### config.mk
export PLATFORM = sky130hd
export DESIGN_NAME = uart_baud_gen
export DESIGN_NICKNAME = d
export VERILOG_FILES = /design/src/rtl/uart_baud_pkg.sv /design/src/rtl/baud_prescale.sv /design/src/rtl/baud_divider.sv /design/src/rtl/uart_baud_gen.sv
export SDC_FILE = /design/constraint.sdc
export NUM_CORES = 1
export LEC_CHECK = 0
export CAP_MARGIN = 20
export CORE_MARGIN = 2
export CORE_UTILIZATION = 55
export CTS_BUF_LIST = sky130_fd_sc_hd__clkbuf_8 sky130_fd_sc_hd__clkbuf_16
export DETAILED_ROUTE_END_ITERATION = 16
export DONT_BUFFER_PORTS = 1
export PLACE_DENSITY = 0.7
export SLEW_MARGIN = 20
export SYNTH_ARGS = -nofsm -noshare
export SYNTH_HDL_FRONTEND = slang
export SYNTH_HIERARCHICAL = 1
export SYNTH_SLANG_ARGS = --single-unit
### constraint.sdc
create_clock -name clk -period 3.65 [get_ports clk]
set_input_delay 0.1825 -clock clk [delete_from_list [all_inputs] [get_ports clk]]
set_output_delay 0.1825 -clock clk [all_outputs]
set_load 0.005 [all_outputs]
### src/rtl/uart_baud_pkg.sv
package uart_baud_pkg;

   localparam int unsigned DIV_W = 16;

   typedef logic [DIV_W-1:0] divisor_t;

   typedef struct packed {
      logic     fast;
      divisor_t count;
   } rate_sel_t;

   // Split the latched divisor into prescale choice and count value.
   function automatic rate_sel_t decode_rate(input divisor_t raw, input logic fast_allowed);
      rate_sel_t r;
      r.fast  = fast_allowed & raw[DIV_W-1];
      r.count = r.fast ? {1'b0, raw[DIV_W-2:0]} : raw;
      return r;
   endfunction

endpackage

### src/rtl/baud_prescale.sv
module baud_prescale #(
   parameter int unsigned PRESCALE   = 8,
   parameter int unsigned FAST_RATIO = 4
) (
   input  logic clk,
   input  logic rst_n,
   input  logic fast_i,
   output logic base_en_o
);
   localparam int unsigned PW       = $clog2(PRESCALE + 1);
   localparam int unsigned FAST_DIV = PRESCALE / FAST_RATIO;
   localparam logic [PW-1:0] LIM_NORM = PW'(PRESCALE - 1);
   localparam logic [PW-1:0] LIM_FAST = PW'(FAST_DIV - 1);

   logic [PW-1:0] pre_q;
   logic [PW-1:0] lim;

   assign lim       = fast_i ? LIM_FAST : LIM_NORM;
   // ">=" lets a switch to the shorter period end the current one at once.
   assign base_en_o = (pre_q >= lim);

   always_ff @(posedge clk or negedge rst_n) begin
      if (!rst_n)         pre_q <= '0;
      else if (base_en_o) pre_q <= '0;
      else                pre_q <= pre_q + PW'(1);
   end

   a_r2_pre_range: assert property (@(posedge clk) disable iff (!rst_n)
      pre_q <= LIM_NORM);

endmodule

### src/rtl/baud_divider.sv
module baud_divider
   import uart_baud_pkg::*;
(
   input  logic     clk,
   input  logic     rst_n,
   input  logic     base_en_i,
   input  divisor_t div_i,
   output logic     tick_o
);
   divisor_t cnt_q;
   logic     term;
   logic     live;

   assign term = (cnt_q <= divisor_t'(1));
   assign live = (div_i != '0);

   always_ff @(posedge clk or negedge rst_n) begin
      if (!rst_n) begin
         cnt_q  <= '0;
         tick_o <= 1'b0;
      end else begin
         tick_o <= base_en_i & term & live;
         if (base_en_i) begin
            if (term) cnt_q <= div_i;
            else      cnt_q <= cnt_q - divisor_t'(1);
         end
      end
   end

   a_r7_tick_on_base: assert property (@(posedge clk) disable iff (!rst_n)
      tick_o |-> $past(base_en_i));

   a_r7_hold_between: assert property (@(posedge clk) disable iff (!rst_n)
      !base_en_i |=> $stable(cnt_q));

endmodule

### src/rtl/uart_baud_gen.sv
module uart_baud_gen
   import uart_baud_pkg::*;
#(
   parameter int unsigned PRESCALE   = 8,
   parameter int unsigned FAST_RATIO = 4,
   parameter bit          FAST_SUPP  = 1'b1
) (
   input  logic       clk,
   input  logic       rst_n,
   input  logic [7:0] div_lo_i,
   input  logic [7:0] div_hi_i,
   input  logic       fast_en_i,
   output logic       tick16_o
);
   localparam int unsigned FAST_DIV = PRESCALE / FAST_RATIO;

   generate
      if (FAST_RATIO == 0 || (PRESCALE % FAST_RATIO) != 0) begin : g_bad_ratio
         $error("PRESCALE must be a multiple of FAST_RATIO");
      end
      if (FAST_DIV < 2) begin : g_bad_fast
         $error("fast base period must be at least two clocks");
      end
   endgenerate

   divisor_t  raw_div;
   logic      fast_allowed;
   rate_sel_t sel;
   logic      base_en;

   assign raw_div = {div_hi_i, div_lo_i};

   generate
      if (FAST_SUPP) begin : g_fast
         assign fast_allowed = fast_en_i;
      end else begin : g_plain
         assign fast_allowed = 1'b0;
      end
   endgenerate

   assign sel = decode_rate(raw_div, fast_allowed);

   baud_prescale #(
      .PRESCALE  (PRESCALE),
      .FAST_RATIO(FAST_RATIO)
   ) i_pre (
      .clk      (clk),
      .rst_n    (rst_n),
      .fast_i   (sel.fast),
      .base_en_o(base_en)
   );

   baud_divider i_div (
      .clk     (clk),
      .rst_n   (rst_n),
      .base_en_i(base_en),
      .div_i   (sel.count),
      .tick_o  (tick16_o)
   );

   a_r3_single_cycle: assert property (@(posedge clk) disable iff (!rst_n)
      tick16_o |=> !tick16_o);

   a_r6_zero_stops: assert property (@(posedge clk) disable iff (!rst_n)
      ($past(raw_div) == '0) |-> !tick16_o);

endmodule

==> flow_summary_export.csv <==
group,metric,value,unit
synthesis,yosys_most_used_dff,"sky130_fd_sc_hd__dfrtp_1",
layout,layout-drive-gt1-share,18.5,%
placement,dpl.cell_count,158,
timing,rsz0062_at_grt,"no",
synthesis,syn_nets,157,
setup_path,endpoint_kind_of_the_worst_setup_timing_path,"flop",
clock_tree,clock_sinks,21,
layout,layout.core_utilization,63.0,%
clock_tree,clock_slew_at_the_register_clock_pins_of_the_worst_setup_and_hold_paths,0.07,ns
setup_path,critical-path-max-stage-delay,0.57,ns
floorplan,die_w,53.6,um
detailed_routing,drtIter0Drc,44,
power,sequential_power_share,40.0,%
synthesis,yosysTopAreaCell,"sky130_fd_sc_hd__dfrtp_1",
placement,hpwlAfterDp,2.37,mm
global_routing,grt_usage,24.9,%
power,internal_power,634,uW
timing,final_min_period_over_clock_period,73.1,%
clock_tree,cts_buffers,3,
setup_path,timing.critical_path.arrival,2.87,ns
setup_path,worst_setup_path_start_kind,"flop",
floorplan,core_region_area,2280,um^2
synthesis,synthDominantCellAreaShare,38.9,%
timing,final.setup.tns,0,ns
timing,worst_pin_slew,0.979,ns
setup_path,regToRegSetupSlack,0.98,ns
timing,setup-violations-final,0,
global_routing,grt_start_max_net_pins,22,
clock_tree,clock_path_buffers,2,
timing,timing.fmax,375,MHz
global_routing,grt_first_pass_wirelength,5.15,mm
floorplan,floorplan.rows,17,
detailed_routing,viasPerCell,6.98,
synthesis,netlist_top_cells_area,"sky130_fd_sc_hd__dfrtp_1, sky130_fd_sc_hd__ha_1, sky130_fd_sc_hd__nand4_1, sky130_fd_sc_hd__a211o_1, sky130_fd_sc_hd__o41ai_1",
synthesis,post_synth_instance_area,1350,um^2
floorplan,floorplan.io_pins,20,
synthesis,ys_seq_elements,21,
synthesis,postSynthCellCount,133,
setup_path,timing.setup.critical_path_class,"reg2reg",
power,netSwitchingPower,515,uW
layout,finalNonFillerCells,163,
power,power_frac_comb,47.1,%
detailed_routing,detail_route.wirelength,3.24,mm
synthesis,asyncSetResetFlopFracSynth,100,%
placement,gp_routability_congestion,0.863,
detailed_routing,dr.pass1.iters,4,
timing,finalMaxSlewViolations,0,
clock_tree,cts_post_setup_buffers_inserted,0,
global_routing,grt_antenna_before_repair,0,
synthesis,synth-edff-count,0,
clock_tree,worstSkewPairLatency,0.26,ns
global_routing,vias_in_the_first_global_route,1155,
power,power_per_cell_area,802,nW/um^2
timing,period_needed,2.67,ns
timing,finalClockSkew,0.00583,ns
synthesis,synthDistinctLibCells,48,
power,power.share.switching,44.8,%
layout,antenna-diode-count,0,
floorplan,initial_core_util,59.4,%
hold_path,worst_hold_check_path_type,"in2reg",
synthesis,seq_area_frac_synth,38.9,%
synthesis,avgSynthCellArea,10.2,um^2
timing,worst_slew_margin_rel,34.5,%
detailed_routing,detail_route.drc_violations,0,
floorplan,die_height,53.6,um
detailed_routing,avgRoutedWirePerCell,19.9,um
setup_path,slowest_stage,"sky130_fd_sc_hd__or4b_1",
clock_tree,h_tree_levels,1,
detailed_routing,ant_nets,0,
clock_tree,tritoncts,"yes",
synthesis,ys_warn_count,6,
layout,nNetsFinal,160,
setup_path,critical_path_required_time,3.85,ns
job,max-cap-violations,0,
global_routing,grt_overflow,0,
floorplan,fp.dieArea,2870,um^2
power,leakagePower,0.000602,uW
power,clkPwrFrac,12.9,%
placement,buffer_ports.inserted,0,
timing,timing.final.hold_violations,0,
detailed_routing,detailroute.via_count,1137,
clock_tree,clock_root_cell,"sky130_fd_sc_hd__clkbuf_8",
run_status,run_status,"finished clean",
setup_path,critical_path.max_fanout,14,
setup_path,critical_path.cell_chain,"ha_1, a21o_2, a21o_2, or4b_1, or3_4, a2111oi_2, a211o_1",
power,ir_drop,0.000447,V
layout,area_growth_syn_to_layout,6.11,%
setup_path,crit_path_frequent_cell,"sky130_fd_sc_hd__a21o_2",
==> cell type report <==
| cell class | count | area [um^2] |
|---|---|---|
| clock buffers | 3 | 41.3 |
| clock inverters | 1 | 3.75 |
| fillers | 180 | 842 |
| inverters | 7 | 26.3 |
| multi-input cells | 100 | 777 |
| flip-flops and latches | 21 | 526 |
| well taps | 28 | 35.0 |
| repair buffers | 3 | 25.0 |
==> metal layers <==
layer	vias to the layer above	wire, um	GRT usage (%)
li1	536	-	-
met1	562	1430	32.0
met2	37	1600	40.7
met3	2	204	6.39
met4	0	9	8.55
met5	-	0	0
==> path summary, 6_finish.rpt <==
check | cells after the start | start | to
min in group asynchronous | 1 | rst_n | i_div/cnt_q[15]$_DFFE_PN0P_
setup / recovery | 7 | i_pre/pre_q[1]$_DFF_PN0_ | i_div/cnt_q[9]$_DFFE_PN0P_
hold / removal | 1 | div_lo_i[7] | i_div/cnt_q[7]$_DFFE_PN0P_
max in group asynchronous | 1 | rst_n | i_div/cnt_q[11]$_DFFE_PN0P_
hold reg to reg | 1 | i_pre/pre_q[0]$_DFF_PN0_ | i_pre/pre_q[0]$_DFF_PN0_
setup reg to reg | 7 | i_pre/pre_q[1]$_DFF_PN0_ | i_div/cnt_q[9]$_DFFE_PN0P_
==> power groups by stage <==
| stage | registers (uW) | logic, uW | clock network [uW] |
|---|---|---|---|
| floorplan | 425 | 440 | 0 |
| global placement | 455 | 503 | 0 |
| detailed placement | 460 | 524 | 0 |
| CTS | 456 | 530 | 155 |
| global route | 475 | 595 | 164 |
| finish | 460 | 541 | 148 |
==> cells in the final DEF (no fill, tap or decap), types with 3 or more instances in the layout <==
cell type and instances:
sky130_fd_sc_hd__a21o_1 4, sky130_fd_sc_hd__or3_1 3, sky130_fd_sc_hd__a211o_1 4, sky130_fd_sc_hd__a211oi_1 4, sky130_fd_sc_hd__a21oi_1 3, sky130_fd_sc_hd__or4_1 3
sky130_fd_sc_hd__o21ai_0 4, sky130_fd_sc_hd__or2_2 4, sky130_fd_sc_hd__o41ai_1 4, sky130_fd_sc_hd__nand2_1 4, sky130_fd_sc_hd__nand4_1 7, sky130_fd_sc_hd__nor2_1 3
sky130_fd_sc_hd__nand3_1 4, sky130_fd_sc_hd__nor4_1 5, sky130_fd_sc_hd__dfrtp_1 21, sky130_fd_sc_hd__ha_1 5, sky130_fd_sc_hd__clkbuf_8 3, sky130_fd_sc_hd__inv_1 8
sky130_fd_sc_hd__nor3_1 3
==> through the flow <==
step / hold slack (ns) / setup slack [ns] / cell area (um^2) / power (uW)
4_1_cts: 0.0310 / 1.01 / 1430 / 1140
3_5_place_dp: -0.113 / 1.04 / 1380 / 983
2_1_floorplan: -0.113 / 1.30 / 1350 / 865
5_1_grt: 0.0251 / 0.848 / 1430 / 1230
3_3_place_gp: -0.113 / 1.10 / 1380 / 958
6_report: 0.0410 / 0.982 / 1430 / 1150
==> kinds of logic after synthesis <==
family / count (synthesis) / synth area share, %
AND/OR/NAND/NOR: 49 / 23.9
AO/OA/AOI/OAI: 45 / 28.3
flip-flops: 21 / 38.9
buffers and inverters: 12 / 3.61
adder cells (fa/ha/maj): 5 / 4.63
XOR/XNOR: 1 / 0.648
==> flip-flops by register name (all words and copies together), names as in the netlist <==
signal        cells
i_pre/pre_q       4
i_div/cnt_q      16
i_div/tick_o      1
==> synthesized netlist by cell type, types with 3 or more instances <==
cell	number
sky130_fd_sc_hd__o21ai_0	4
sky130_fd_sc_hd__nor3_1	3
sky130_fd_sc_hd__nor2_1	3
sky130_fd_sc_hd__a21oi_1	3
sky130_fd_sc_hd__inv_1	7
sky130_fd_sc_hd__dfrtp_1	21
sky130_fd_sc_hd__or3_1	3
sky130_fd_sc_hd__nand4_1	7
sky130_fd_sc_hd__a211o_1	4
sky130_fd_sc_hd__o41ai_1	4
sky130_fd_sc_hd__a21o_1	4
sky130_fd_sc_hd__ha_1	5
sky130_fd_sc_hd__buf_2	3
sky130_fd_sc_hd__nand3_1	4
sky130_fd_sc_hd__a211oi_1	4
sky130_fd_sc_hd__nor4_1	5
sky130_fd_sc_hd__or4_1	3
sky130_fd_sc_hd__or2_2	4
sky130_fd_sc_hd__nand2_1	4
==> critical path, delay by kind of cell, from the launching register on <==
| kind | cells | cell delay [ns] |
|---|---|---|
| AOI/OAI and AO/OA | 4 | 0.94 |
| and+or+nand+nor | 2 | 0.98 |
| adders and majority gates | 1 | 0.29 |
| DFF | 1 | 0.40 |
==> timing repair <==
action,in CTS,in global routing
hold buffers,1,0
endpoints found under the hold margin,21,0
gates resized for setup,0,0
Power figures use the tool's default switching activity.
